## config.mk

```make
export PLATFORM = sky130hd
export DESIGN_NAME = idle_lp_ctrl
export DESIGN_NICKNAME = d
export VERILOG_FILES = /design/src/rtl/idle_lp_pkg.sv /design/src/rtl/lp_gap_timer.sv /design/src/rtl/lp_run_counter.sv /design/src/rtl/lp_mode_fsm.sv /design/src/rtl/idle_lp_ctrl.sv
export SDC_FILE = /design/constraint.sdc
export NUM_CORES = 1
export LEC_CHECK = 0
export BUFFER_PORTS_ARGS = -buffer_cell sky130_fd_sc_hd__buf_2
export CORE_UTILIZATION = 55
export DETAILED_ROUTE_END_ITERATION = 10
export HOLD_SLACK_MARGIN = 0.06
export PLACE_DENSITY = 0.74
export SYNTH_ARGS = -nofsm -noshare
export SYNTH_HDL_FRONTEND = slang
export SYNTH_SLANG_ARGS = --single-unit
```

## constraint.sdc

```tcl
create_clock -name clk -period 2.6 [get_ports clk]
set_clock_uncertainty 0.2 [all_clocks]
set_input_delay 0.52 -clock clk [delete_from_list [all_inputs] [get_ports clk]]
set_output_delay 0.52 -clock clk [all_outputs]
set_load 0.005 [all_outputs]
```

## src/rtl/idle_lp_pkg.sv

```systemverilog
package idle_lp_pkg;

  typedef logic [15:0] tick_t;

  typedef enum logic [1:0] {
    ST_ACTIVE = 2'd0,
    ST_ARMED  = 2'd1,
    ST_LOWPWR = 2'd2
  } lp_state_e;

  // a period up to and including the limit is ordinary switching
  function automatic logic period_normal(tick_t per, tick_t nrm_lim);
    return per <= nrm_lim;
  endfunction

  // a quiet gap between bursts: longer than normal, shorter than the exit limit
  function automatic logic period_short_gap(tick_t per, tick_t nrm_lim, tick_t gap_lim);
    return (per > nrm_lim) && (per < gap_lim);
  endfunction

  function automatic tick_t pick_limit(logic slow, tick_t fast_v, tick_t slow_v);
    return slow ? slow_v : fast_v;
  endfunction

endpackage

```

## src/rtl/lp_gap_timer.sv

```systemverilog
module lp_gap_timer
  import idle_lp_pkg::*;
#(
  parameter int SAT = 320
) (
  input  logic  clk,
  input  logic  rst_n,
  input  logic  sw_edge,
  output tick_t gap_q,
  output tick_t period
);
  localparam tick_t SAT_T = tick_t'(SAT);

  always_ff @(posedge clk) begin
    if (!rst_n)               gap_q <= '0;
    else if (sw_edge)         gap_q <= '0;
    else if (gap_q < SAT_T)   gap_q <= gap_q + tick_t'(1);
  end

  // cycles between the previous sampled pulse and this one
  assign period = gap_q + tick_t'(1);


  gap_restart_chk: assert property (@(posedge clk) disable iff (!rst_n)
    sw_edge |=> (gap_q == '0));


  gap_bound_chk: assert property (@(posedge clk) disable iff (!rst_n)
    gap_q <= SAT_T);

endmodule

```

## src/rtl/lp_run_counter.sv

```systemverilog
module lp_run_counter #(
  parameter int CYCLES = 7
) (
  input  logic clk,
  input  logic rst_n,
  input  logic sw_edge,
  input  logic is_normal,
  output logic run_hit
);
  localparam int RW = $clog2(CYCLES + 1);
  localparam logic [RW-1:0] TOP  = RW'(CYCLES);
  localparam logic [RW-1:0] LAST = RW'(CYCLES - 1);

  logic [RW-1:0] run_q;

  always_ff @(posedge clk) begin
    if (!rst_n) run_q <= '0;
    else if (sw_edge) begin
      if (!is_normal)       run_q <= '0;
      else if (run_q < TOP) run_q <= run_q + RW'(1);
    end
  end

  assign run_hit = sw_edge && is_normal && (run_q >= LAST);


  run_clear_chk: assert property (@(posedge clk) disable iff (!rst_n)
    (sw_edge && !is_normal) |=> (run_q == '0));


  run_range_chk: assert property (@(posedge clk) disable iff (!rst_n)
    run_q <= TOP);

endmodule

```

## src/rtl/lp_mode_fsm.sv

```systemverilog
module lp_mode_fsm
  import idle_lp_pkg::*;
(
  input  logic  clk,
  input  logic  rst_n,
  input  logic  sw_edge,
  input  tick_t gap_q,
  input  tick_t idle_lim,
  input  tick_t deb_lim,
  input  logic  short_gap,
  input  logic  run_hit,
  output logic  lp_mode
);
  lp_state_e state_q, state_d;
  tick_t     deb_q, deb_d;

  logic idle_done, deb_done, exit_req;
  assign idle_done = !sw_edge && (gap_q >= idle_lim - tick_t'(1));
  assign deb_done  = deb_q >= deb_lim - tick_t'(1);
  assign exit_req  = sw_edge && (short_gap || run_hit);

  always_comb begin
    state_d = state_q;
    deb_d   = deb_q;
    unique case (state_q)
      ST_ACTIVE: if (idle_done) begin
        state_d = ST_ARMED;
        deb_d   = '0;
      end
      ST_ARMED: begin
        if (sw_edge)       state_d = ST_ACTIVE;
        else if (deb_done) state_d = ST_LOWPWR;
        else               deb_d   = deb_q + tick_t'(1);
      end
      ST_LOWPWR: if (exit_req) state_d = ST_ACTIVE;
      default: state_d = ST_ACTIVE;
    endcase
  end

  always_ff @(posedge clk) begin
    if (!rst_n) begin
      state_q <= ST_ACTIVE;
      deb_q   <= '0;
    end else begin
      state_q <= state_d;
      deb_q   <= deb_d;
    end
  end

  assign lp_mode = (state_q == ST_LOWPWR);


  arm_before_lp_chk: assert property (@(posedge clk) disable iff (!rst_n)
    $rose(lp_mode) |-> ($past(state_q) == ST_ARMED));


  deb_abort_chk: assert property (@(posedge clk) disable iff (!rst_n)
    (state_q == ST_ARMED && sw_edge) |=> (state_q == ST_ACTIVE && !lp_mode));


  active_stay_chk: assert property (@(posedge clk) disable iff (!rst_n)
    (state_q == ST_ACTIVE && sw_edge) |=> (state_q == ST_ACTIVE));


  short_exit_chk: assert property (@(posedge clk) disable iff (!rst_n)
    (lp_mode && sw_edge && short_gap) |=> !lp_mode);


  run_exit_chk: assert property (@(posedge clk) disable iff (!rst_n)
    (lp_mode && run_hit) |=> !lp_mode);


  lp_hold_chk: assert property (@(posedge clk) disable iff (!rst_n)
    (lp_mode && !short_gap && !run_hit) |=> lp_mode);

endmodule

```

## src/rtl/idle_lp_ctrl.sv

```systemverilog
module idle_lp_ctrl
  import idle_lp_pkg::*;
#(
  parameter int FAST_IDLE = 80,
  parameter int FAST_DEB  = 180,
  parameter int FAST_GAP  = 40,
  parameter int FAST_NORM = 20,
  parameter int SLOW_IDLE = 160,
  parameter int SLOW_DEB  = 320,
  parameter int SLOW_GAP  = 80,
  parameter int SLOW_NORM = 40,
  parameter int EXIT_RUN  = 7
) (
  input  logic clk,
  input  logic rst_n,
  input  logic sw_edge,
  input  logic slow_variant,
  output logic lp_mode,
  output logic rect_en
);
  localparam int M_A = (FAST_IDLE > FAST_DEB) ? FAST_IDLE : FAST_DEB;
  localparam int M_B = (SLOW_IDLE > SLOW_DEB) ? SLOW_IDLE : SLOW_DEB;
  localparam int M_C = (FAST_GAP > SLOW_GAP) ? FAST_GAP : SLOW_GAP;
  localparam int M_D = (M_A > M_B) ? M_A : M_B;
  localparam int GAP_SAT = (M_D > M_C) ? M_D : M_C;

  tick_t idle_lim, deb_lim, gap_lim, nrm_lim;
  tick_t gap_q, period;
  logic  is_normal, short_gap, run_hit;

  assign idle_lim = pick_limit(slow_variant, tick_t'(FAST_IDLE), tick_t'(SLOW_IDLE));
  assign deb_lim  = pick_limit(slow_variant, tick_t'(FAST_DEB),  tick_t'(SLOW_DEB));
  assign gap_lim  = pick_limit(slow_variant, tick_t'(FAST_GAP),  tick_t'(SLOW_GAP));
  assign nrm_lim  = pick_limit(slow_variant, tick_t'(FAST_NORM), tick_t'(SLOW_NORM));

  lp_gap_timer #(.SAT(GAP_SAT)) u_gap (
    .clk(clk), .rst_n(rst_n), .sw_edge(sw_edge),
    .gap_q(gap_q), .period(period)
  );

  assign is_normal = period_normal(period, nrm_lim);
  assign short_gap = period_short_gap(period, nrm_lim, gap_lim);

  lp_run_counter #(.CYCLES(EXIT_RUN)) u_run (
    .clk(clk), .rst_n(rst_n), .sw_edge(sw_edge),
    .is_normal(is_normal), .run_hit(run_hit)
  );

  lp_mode_fsm u_fsm (
    .clk(clk), .rst_n(rst_n), .sw_edge(sw_edge), .gap_q(gap_q),
    .idle_lim(idle_lim), .deb_lim(deb_lim), .short_gap(short_gap),
    .run_hit(run_hit), .lp_mode(lp_mode)
  );

  assign rect_en = !lp_mode;

endmodule

```

==> results.cfg, run 1 <==
[clock_network]
cts_root_buf = clkbuf_8
ctsHoldBuffers = 0
cts.clk_slew.worst_paths_ns = 0.08
h-tree-depth = 2
clock-sinks = 37
clk_path_buf_depth = 2
cts_made_buffers = 5
clock_latency_ns = 0.30
cts_tree = built

[floorplan]
initial_core_util = 0.575
die_h_um = 66.9
io_pins = 6
die_w_um = 66.9
core_area_um2 = 4030
dieArea_um2 = 4470
row_count = 23

[synth]
synth_top_area_cell = dfxtp_1
synthSimpleGateAreaFrac = 0.272
synth_seq_cells = 37
yosysWarnings = 0
ys_seq_area_frac = 0.320
synth_top_family_by_area = simple AND/OR/NAND/NOR gates
synth_compound_area_frac = 0.206
syn_inst = 255
synth.area.top_cells = dfxtp_1 32%, ha_1 11%, and3_1 3.5%
synth_edf_count = 0
async_flop_share = 0
netlist-cell-type-count = 58
avgSynthCellArea_um2 = 9.08
synth_xor_area_frac = 0.0524
synthMuxAreaShare = 0.00432
synth_nets = 279
synthesis.area_um2 = 2310
synth_top_area_share = 0.320
synth_fa_ha_area_frac = 0.108
synth_flop_cell = dfxtp_1

[power_and_ir_drop]
switchingPower_uw = 259
seqPwrFrac = 0.553
p_per_area_nw_per_um2 = 394
ir_drop_mv = 0.231
internal_power_uw = 778
p_leak_uw = 0.00115
power_uw = 1040
power_frac_clock = 0.389
power.share.switching = 0.250
p_comb_frac = 0.058

[routing]
routed_via_density = 5.96
vias = 1925
drt-initial-drc-count = 123
drt-wirelength-per-cell_um = 14.7
drc = 0
final_antenna_net_count = 0
dr.pass1.iters = 4
wirelength_mm = 4.74

[grt]
grt_pass1_vias = 1722
grt-ovfl-total = 0
grt_usage = 0.229
antenna_found_initial = 0
grt_max_degree = 21
grt_first_pass_wirelength_mm = 7.69

[placed_design]
routabilityCongestion = 0.830
dpl-instance-area_um2 = 2450
hpwl_mm = 3.42
io_buffers = 5

[worst_setup_path]
start_kind = flip-flop
crit_buf_inv = 1
cp-end-kind = flip-flop
critPathKind = flip-flop to flip-flop
critPathSlowestCell = dfxtp_4
crit_chain = nand4_4, inv_2, nand2_2, xnor2_2, ha_1, nor2b_2, and4_1, a21oi_4, o2111a_1, o211ai_1, a31o_1
cp_max_fo = 3
arrival_ns = 2.47
slowest_delay_ns = 0.37
crit_required_ns = 2.60
critical_path.top_delay_family = compound AO/OA/AOI/OAI gates

[timing]
max_freq_ghz = 0.404
worstMarginPinSlew_ns = 0.535
slew_violations = 0
period_minus_slack_ns = 2.47
fin_crit_sh = 0.951
slew_headroom = 0.638
finalHoldViolCount = 0
setup_viol = 0

[run]
max_cap_viol_count = 0

[layout]
final_cell_mix = 33 x dfxtp_1, 19 x ha_1, 18 x nand2_1, 15 x buf_4, 13 x and3_1
antenna_cells = 0
area_delta_synth_final_pct = 13.7
layout.nets = 296
layout_commonest_cell = dfxtp_1
drive_above_1_share = 0.205
final_area_um2 = 2630

[min_path]
min_path_type = flip-flop to flip-flop

[status]
status = complete, no violations
## cells in the mapped netlist (all sizes together), types with 2 or more instances
master and number:
xor2 8, nand4 9, o21ai 12, a21boi 5, and3 14, or3 3, nor3b 2, dfxtp 37
nand2 20, a21oi 13, a311oi 2, nand2b 3, nor3 5, a31oi 2, and2 11, nand3b 2
a21o 2, o211ai 4, nor2 11, xnor2 5, nor2b 3, a41oi 2, a2111o 6, inv 9
ha 20, buf 7, nor4 4, o2111ai 4, clkbuf 3, nand3 13
## state kept, by name (all words and copies together) (netlist names)
signal and count:
u_fsm.state_q 2, u_gap.gap_q 16, u_fsm.deb_q 16, u_run.run_q 3
## metal layers
layer	wire length, µm	GRT usage
met3	139	0.0531
met4	81	0.0957
met5	0	0
met2	2180	0.362
met1	2340	0.294
## repair_timing
action                     4_1_cts  5_1_grt
pin swaps                        0        7
setup endpoints to repair        2        4
buffers inserted                 0        2
gates resized for setup          4       17
## logic make-up (layout without fill, tap and decap cells)
family                   count (synthesis)  after routing
adder cells (fa/ha/maj)                 20             20
buffers and inverters                   19             37
AO/OA/AOI/OAI                           61             61
multiplexers                             1              1
flip-flops                              37             37
AND/OR/NAND/NOR                        104            104
XOR/XNOR                                13             13
## through the flow
| step | util | hold slack [ns] | TNS [ns] | std cells | setup WS (ns) |
|---|---|---|---|---|---|
| 2_1_floorplan | - | 0.233 | 0 | 255 | 0.0395 |
| 3_3_place_gp | 0.608 | 0.257 | 0 | 313 | 0.0253 |
| 3_5_place_dp | 0.608 | 0.262 | -0.00310 | 313 | -0.00310 |
| 4_1_cts | 0.633 | 0.274 | 0 | 321 | 0.0451 |
| 5_1_grt | 0.653 | 0.301 | -0.0114 | 323 | -0.0114 |
| 6_report | 0.653 | 0.273 | 0 | 323 | 0.126 |
## power groups by stage
stage          registers (µW)  logic (µW)  clock network, µW
3_3_place_gp              588        54.4                  0
5_1_grt                   574        67.0                432
3_5_place_dp              588        55.5                  0
6_report                  574        60.0                403
4_1_cts                   575        55.9                407
2_1_floorplan             588        35.3                  0
## path summary, 6_finish.rpt
kind,startpoint,end,slack (ns),depth (start not counted)
setup / recovery,u_gap.gap_q[2],u_fsm.state_q[1],0.13,11
hold / removal,u_fsm.deb_q[9],u_fsm.deb_q[9],0.27,2
hold reg to reg,u_fsm.deb_q[9],u_fsm.deb_q[9],0.27,2
setup reg to reg,u_gap.gap_q[2],u_fsm.state_q[1],0.13,11
## layout make-up
class	instances	area (µm²)
tap	50	62.6
fill	348	1400
clock buffer	5	68.8
sequential	37	751
multi-input combinational	199	1560
timing repair buffer	20	138
clock inverter	3	17.5
inverter	9	33.8
## worst min-delay path, delay by kind of cell (launching register included)
| kind | cells | cell delay (ns) |
|---|---|---|
| DFF | 1 | 0.33 |
| and+or+nand+nor | 1 | 0.05 |
| AOI/OAI and AO/OA | 1 | 0.05 |
Power figures use the tool's default switching activity.
==> run 2: changes to the inputs <==
--- a/config.mk
+++ b/config.mk
@@ -5,11 +5,13 @@
 export SDC_FILE = /design/constraint.sdc
 export NUM_CORES = 1
 export LEC_CHECK = 0
+export ABC_AREA = 1
 export BUFFER_PORTS_ARGS = -buffer_cell sky130_fd_sc_hd__buf_2
 export CORE_UTILIZATION = 55
 export DETAILED_ROUTE_END_ITERATION = 10
+export GPL_TIMING_DRIVEN = 0
 export HOLD_SLACK_MARGIN = 0.06
-export PLACE_DENSITY = 0.74
+export PLACE_DENSITY = 0.72
 export SYNTH_ARGS = -nofsm -noshare
 export SYNTH_HDL_FRONTEND = slang
 export SYNTH_SLANG_ARGS = --single-unit
==> constraint.sdc (replaced) <==
create_clock -name clk -period 2.39 [get_ports clk]
set_clock_uncertainty 0.2 [all_clocks]
set_input_delay 0.478 -clock clk [delete_from_list [all_inputs] [get_ports clk]]
set_output_delay 0.478 -clock clk [all_outputs]
set_load 0.005 [all_outputs]
==> run 2 against run 1 <==
  * Maximum frequency rose by 5.3%
  * Via count up 18%
  * Hold slack worse by 0.033 ns
==> results.cfg, run 2 <==
[layout]
drive_above_1_share = 0.169
final_area_um2 = 2790
fill_cells = 359
layout.nets = 403
layout_commonest_cell = nand2_1
final_cell_mix = 83 x nand2_1, 53 x nor2_1, 35 x inv_1, 32 x dfxtp_1, 25 x nand3_1
antenna_cells = 0
multi_input_area_um2 = 1590
regArea_um2 = 757
area_delta_synth_final_pct = 16.7
reg.largest.list = u_fsm.deb_q (16), u_gap.gap_q (16), u_run.run_q (3)

[synth]
synth.area.top_cells = dfxtp_1 31%, nand2_1 13%, ha_1 10%
synth_seq_cells = 37
synth_flop_cell = dfxtp_1
synth_edf_count = 0
synthesis.area_um2 = 2390
ys_seq_area_frac = 0.310
async_flop_share = 0
synth_nets = 380
synth_most_common_cell = nand2_1
syn_inst = 356
avgSynthCellArea_um2 = 6.72
synth_top_area_cell = dfxtp_1
synth_top_area_share = 0.310
netlist-cell-type-count = 28
yosysWarnings = 0
synth_common_cells = 84 x nand2_1, 54 x nor2_1, 37 x dfxtp_1

[grt]
grt_first_pass_wirelength_mm = 8.69
grt_usage = 0.256
grt-ovfl-total = 0
grt_max_degree = 11
antenna_found_initial = 0
grt_pass1_vias = 1969

[timing]
max_freq_ghz = 0.426
fin_crit_sh = 0.983
slew_headroom = 0.656
setup_viol = 0
fin_setup_tns_ns = 0
rsz0062_at_grt = yes
worstMarginPinSlew_ns = 0.514
slew_violations = 0
timing.final.ws_setup_ns = 0.0415
period_minus_slack_ns = 2.35
finalHoldViolCount = 0

[run]
max_cap_viol_count = 0

[floorplan]
initial_core_util = 0.585
dieArea_um2 = 4620
die_h_um = 68.0
row_count = 23
die_w_um = 68.0
io_pins = 6
core_area_um2 = 4090

[clock_network]
h-tree-depth = 2
cts_root_buf = clkbuf_8
clock-sinks = 37
clock_latency_ns = 0.29
cts_made_buffers = 5
cts.clk_slew.worst_paths_ns = 0.07
cts_tree = built
ctsHoldBuffers = 0
clk_path_buf_depth = 2

[worst_setup_path]
arrival_ns = 2.35
critPathSlowestCell = dfxtp_4
cp_max_fo = 5
slowest_delay_ns = 0.40
cp_common_cell = nand2_1
start_kind = flip-flop
cp-end-kind = flip-flop
crit_required_ns = 2.39
crit_chain = ha_4, nand2_4, nor2_4, xor2_2, ha_4, nor2_1, nand2_1, a21oi_2, nor2_2, nor2_1, nand3_1, nand2_1, inv_1, nand2_1, o21ai_1, nand2_1, inv_1
critPathKind = flip-flop to flip-flop

[routing]
wirelength_mm = 5.38
final_antenna_net_count = 0
dr.pass1.iters = 4
drc = 0
vias = 2266
drt-initial-drc-count = 110
drt-wirelength-per-cell_um = 12.5
routed_via_density = 5.28

[min_path]
min_path_type = flip-flop to flip-flop

[placed_design]
routabilityCongestion = 0.849
io_buffers = 5
dpl-instance-area_um2 = 2490
hpwl_mm = 3.89
pre_cts_slack_ns = -0.379

[power_and_ir_drop]
ir_drop_mv = 0.304
p_per_area_nw_per_um2 = 409
p_leak_uw = 0.00117

[status]
status = complete, no violations
-- run 2: worst paths after layout --
| path | startpoint | end | slack (ns) | cells after the start |
|---|---|---|---|---|
| worst max-delay path | u_gap.gap_q[1] | u_fsm.state_q[1] | 0.04 | 17 |
| worst min-delay path | u_fsm.deb_q[11] | u_fsm.deb_q[11] | 0.24 | 2 |
| worst max register to register | u_gap.gap_q[1] | u_fsm.state_q[1] | 0.04 | 17 |
| worst min register to register | u_fsm.deb_q[11] | u_fsm.deb_q[11] | 0.24 | 2 |
-- run 2: worst max-delay path, delay by kind of cell (launching register included) --
kind | cells | cell delay, ns
AOI/OAI and AO/OA | 2 | 0.21
xor gates and xnor gates | 1 | 0.22
adders and majority gates | 2 | 0.41
buffers and inverters | 2 | 0.06
DFF | 1 | 0.40
and+or+nand+nor | 10 | 0.75
-- run 2: cell type report --
| type | instances | area share |
|---|---|---|
| tap | 50 | 0.0224 |
| buffer | 5 | 0.0116 |
| inverter | 39 | 0.0538 |
| timing repair buffer | 16 | 0.0394 |
| multi-input combinational | 275 | 0.571 |
| sequential | 37 | 0.271 |
| clock buffer | 7 | 0.0309 |
-- run 2: logic make-up after synthesis --
logic type      after synthesis  share of synthesized area
buf+inv                      44                     0.0722
flops                        37                      0.310
compound gates               43                     0.0999
xor+xnor                     11                     0.0403
simple gates                201                      0.373
fa+ha+maj                    20                      0.105
-- run 2: metal layers --
layer  vias to the layer above  GRT usage  routed length, µm
li1                       1199          -                  -
met1                      1014      0.320               2520
met2                        44      0.433               2480
met3                         9     0.0617                267
met4                         0     0.0703                114
met5                         -          0                  0
-- run 2: power by group --
part	switching [µW]	internal [µW]	total (µW)
combinational	43.1	29.0	72.1
clock	216	229	444
sequential	8.51	618	627
total	267	876	1140
-- run 2: per-stage QoR --
step	power [µW]	util	instances	hold slack, ns
2_1_floorplan	683	-	356	0.217
3_3_place_gp	699	0.609	411	0.225
3_5_place_dp	702	0.609	411	0.231
4_1_cts	1150	0.650	423	0.242
5_1_grt	1190	0.683	429	0.251
6_report	1140	0.683	429	0.241
-- run 2: timing repair --
item                                    in CTS  in global routing
pin swaps                                    1                 12
resized for setup                           12                 20
endpoints found under the setup margin      13                 20
setup buffers                                5                  6
cloned                                       0                  0
==> run 3: changes to the inputs <==
--- a/config.mk
+++ b/config.mk
@@ -7,6 +7,7 @@
 export LEC_CHECK = 0
 export ABC_AREA = 1
 export BUFFER_PORTS_ARGS = -buffer_cell sky130_fd_sc_hd__buf_2
+export CORE_ASPECT_RATIO = 0.9
 export CORE_UTILIZATION = 55
 export DETAILED_ROUTE_END_ITERATION = 10
 export GPL_TIMING_DRIVEN = 0
==> run 3 against run 2 <==
  * Global-route usage down 0.89 points
  * Sequential share of layout area fell by 0.77 points
  * Maximum frequency down 0.62%
  * Cell area grew 3.3%
  * Largest power group unchanged
  * Highest routed layer unchanged
==> results.cfg, run 3 (synthesis gave the netlist of run 2 again) <==
[status]
status = complete, no violations

[placed_design]
dpl-instance-area_um2 = 2480
hpwl_mm = 3.82
routabilityCongestion = 0.841
io_buffers = 5
dp.cells = 409

[power_and_ir_drop]
power_frac_clock = 0.381
power.share.switching = 0.252
power_uw = 1140
seqPwrFrac = 0.550
switchingPower_uw = 287
p_leak_uw = 0.00118
ir_drop_mv = 0.329
p_per_area_nw_per_um2 = 394
p_comb_frac = 0.069
internal_power_uw = 850

[timing]
slew_violations = 0
finalHoldViolCount = 0
fin_crit_sh = 0.989
rsz0062_at_grt = yes
max_freq_ghz = 0.423
slew_headroom = 0.651
fin_setup_tns_ns = 0
whs_ns = 0.251
period_minus_slack_ns = 2.36
worstMarginPinSlew_ns = 0.521
setup_viol = 0

[clock_network]
clk_path_buf_depth = 2
h-tree-depth = 2
clock-sinks = 37
ctsHoldBuffers = 0
cts_root_buf = clkbuf_8
cts.clk_slew.worst_paths_ns = 0.08
cts_made_buffers = 5
clock_latency_ns = 0.29
cts_tree = built

[floorplan]
initial_core_util = 0.579
dieArea_um2 = 4620
die_w_um = 71.5
die_h_um = 64.6
core_area_um2 = 4130
io_pins = 6
row_count = 22

[layout]
reg.largest.list = u_fsm.deb_q (16), u_gap.gap_q (16), u_run.run_q (3)
final_cell_mix = 83 x nand2_1, 52 x nor2_1, 35 x inv_1, 32 x dfxtp_1, 25 x nand3_1
layout_commonest_cell = nand2_1
layout.nets = 402
final_area_um2 = 2880
layoutNonFillerInstCount = 427
drive_above_1_share = 0.190
antenna_cells = 0
area_delta_synth_final_pct = 20.6

[grt]
grt_pass1_vias = 2014
grt-ovfl-total = 0
grt_usage = 0.247
grt_first_pass_wirelength_mm = 9.05
antenna_found_initial = 0
grt_max_degree = 13

[min_path]
min_path_type = flip-flop to flip-flop
min_from = u_fsm.deb_q[11]

[worst_setup_path]
ff2ff_path_depth = 17
cp_common_cell = nand2_1
start_kind = flip-flop
timing.rr.start = u_gap.gap_q[0]
cp_max_fo = 6
crit_chain = ha_4, nand2_4, nor2_4, xor2_4, ha_4, a21oi_1, o21bai_1, nand2_1, nand3_1, nor2_2, nand3_1, nand2_1, inv_1, nand2_1, o21ai_1, nand2_1, inv_1
crit_cells = 17
crit_end = u_fsm.state_q[1]
crit_required_ns = 2.38
startpoint = u_gap.gap_q[0]
arrival_ns = 2.35
crit_buf_inv = 2
slowest_delay_ns = 0.40
critPathSlowestCell = dfxtp_4
r2r_end = u_fsm.state_q[1]
r2r_slack_ns = 0.03
critical_path.top_delay_family = simple AND/OR/NAND/NOR gates
cp-end-kind = flip-flop
critPathKind = flip-flop to flip-flop

[routing]
drt-wirelength-per-cell_um = 12.7
drt-initial-drc-count = 168
vias = 2315
drc = 0
wirelength_mm = 5.43
dr.pass1.iters = 4
final_antenna_net_count = 0
routed_via_density = 5.42

[run]
max_cap_viol_count = 0
run 3: area by class of cell:
class / count / area, µm²
Multi-Input combinational cell: 275 / 1670
Fill cell: 343 / 1240
Sequential cell: 37 / 759
Inverter: 39 / 153
Timing Repair Buffer: 15 / 119
Clock buffer: 5 / 68.8
Tap cell: 48 / 60.1
Buffer: 5 / 36.3
Clock inverter: 3 / 17.5
run 3: worst min path at each step:
| stage | to | cells past startpoint |
|---|---|---|
| floorplan | u_fsm.deb_q[14] | 2 |
| global placement | u_fsm.deb_q[15] | 2 |
| detailed placement | u_fsm.deb_q[11] | 2 |
| CTS | u_fsm.deb_q[10] | 2 |
| global route | u_fsm.deb_q[14] | 2 |
| finish | u_fsm.deb_q[11] | 2 |
run 3: timing repair:
action	CTS	global route
gates resized for setup	18	29
setup buffers	4	6
pin swaps	3	13
endpoints found under the setup margin	19	20
run 3: worst reg2reg max path, cell delays in order (launching register included):
cell and delay [ns]:
dfxtp_4 0.40, ha_4 0.15, nand2_4 0.07, nor2_4 0.15
xor2_4 0.21, ha_4 0.24, a21oi_1 0.15, o21bai_1 0.10
nand2_1 0.07, nand3_1 0.07, nor2_2 0.11, nand3_1 0.08
nand2_1 0.06, inv_1 0.03, nand2_1 0.05, o21ai_1 0.06
nand2_1 0.05, inv_1 0.03
run 3: per-stage QoR:
stage                util  setup WS, ns
finish              0.698        0.0267
global route        0.698        -0.105
CTS                 0.648       -0.0573
detailed placement  0.602        -0.417
global placement    0.602        -0.360
floorplan               -        0.0102
run 3: routing by layer:
metal / vias up / GRT usage / share of wire
met5: - / 0 / 0
met4: 0 / 0.0686 / 0.0088
met3: 4 / 0.0435 / 0.038
met2: 44 / 0.370 / 0.45
met1: 1067 / 0.362 / 0.51
li1: 1200 / - / -
run 3: power by group through the flow:
| stage | registers, µW | clock network [µW] | logic [µW] |
|---|---|---|---|
| global placement | 642 | 0 | 57.5 |
| floorplan | 641 | 0 | 42.0 |
| detailed placement | 642 | 0 | 59.5 |
| CTS | 627 | 444 | 65.4 |
| global route | 625 | 472 | 89.9 |
| finish | 625 | 434 | 78.3 |
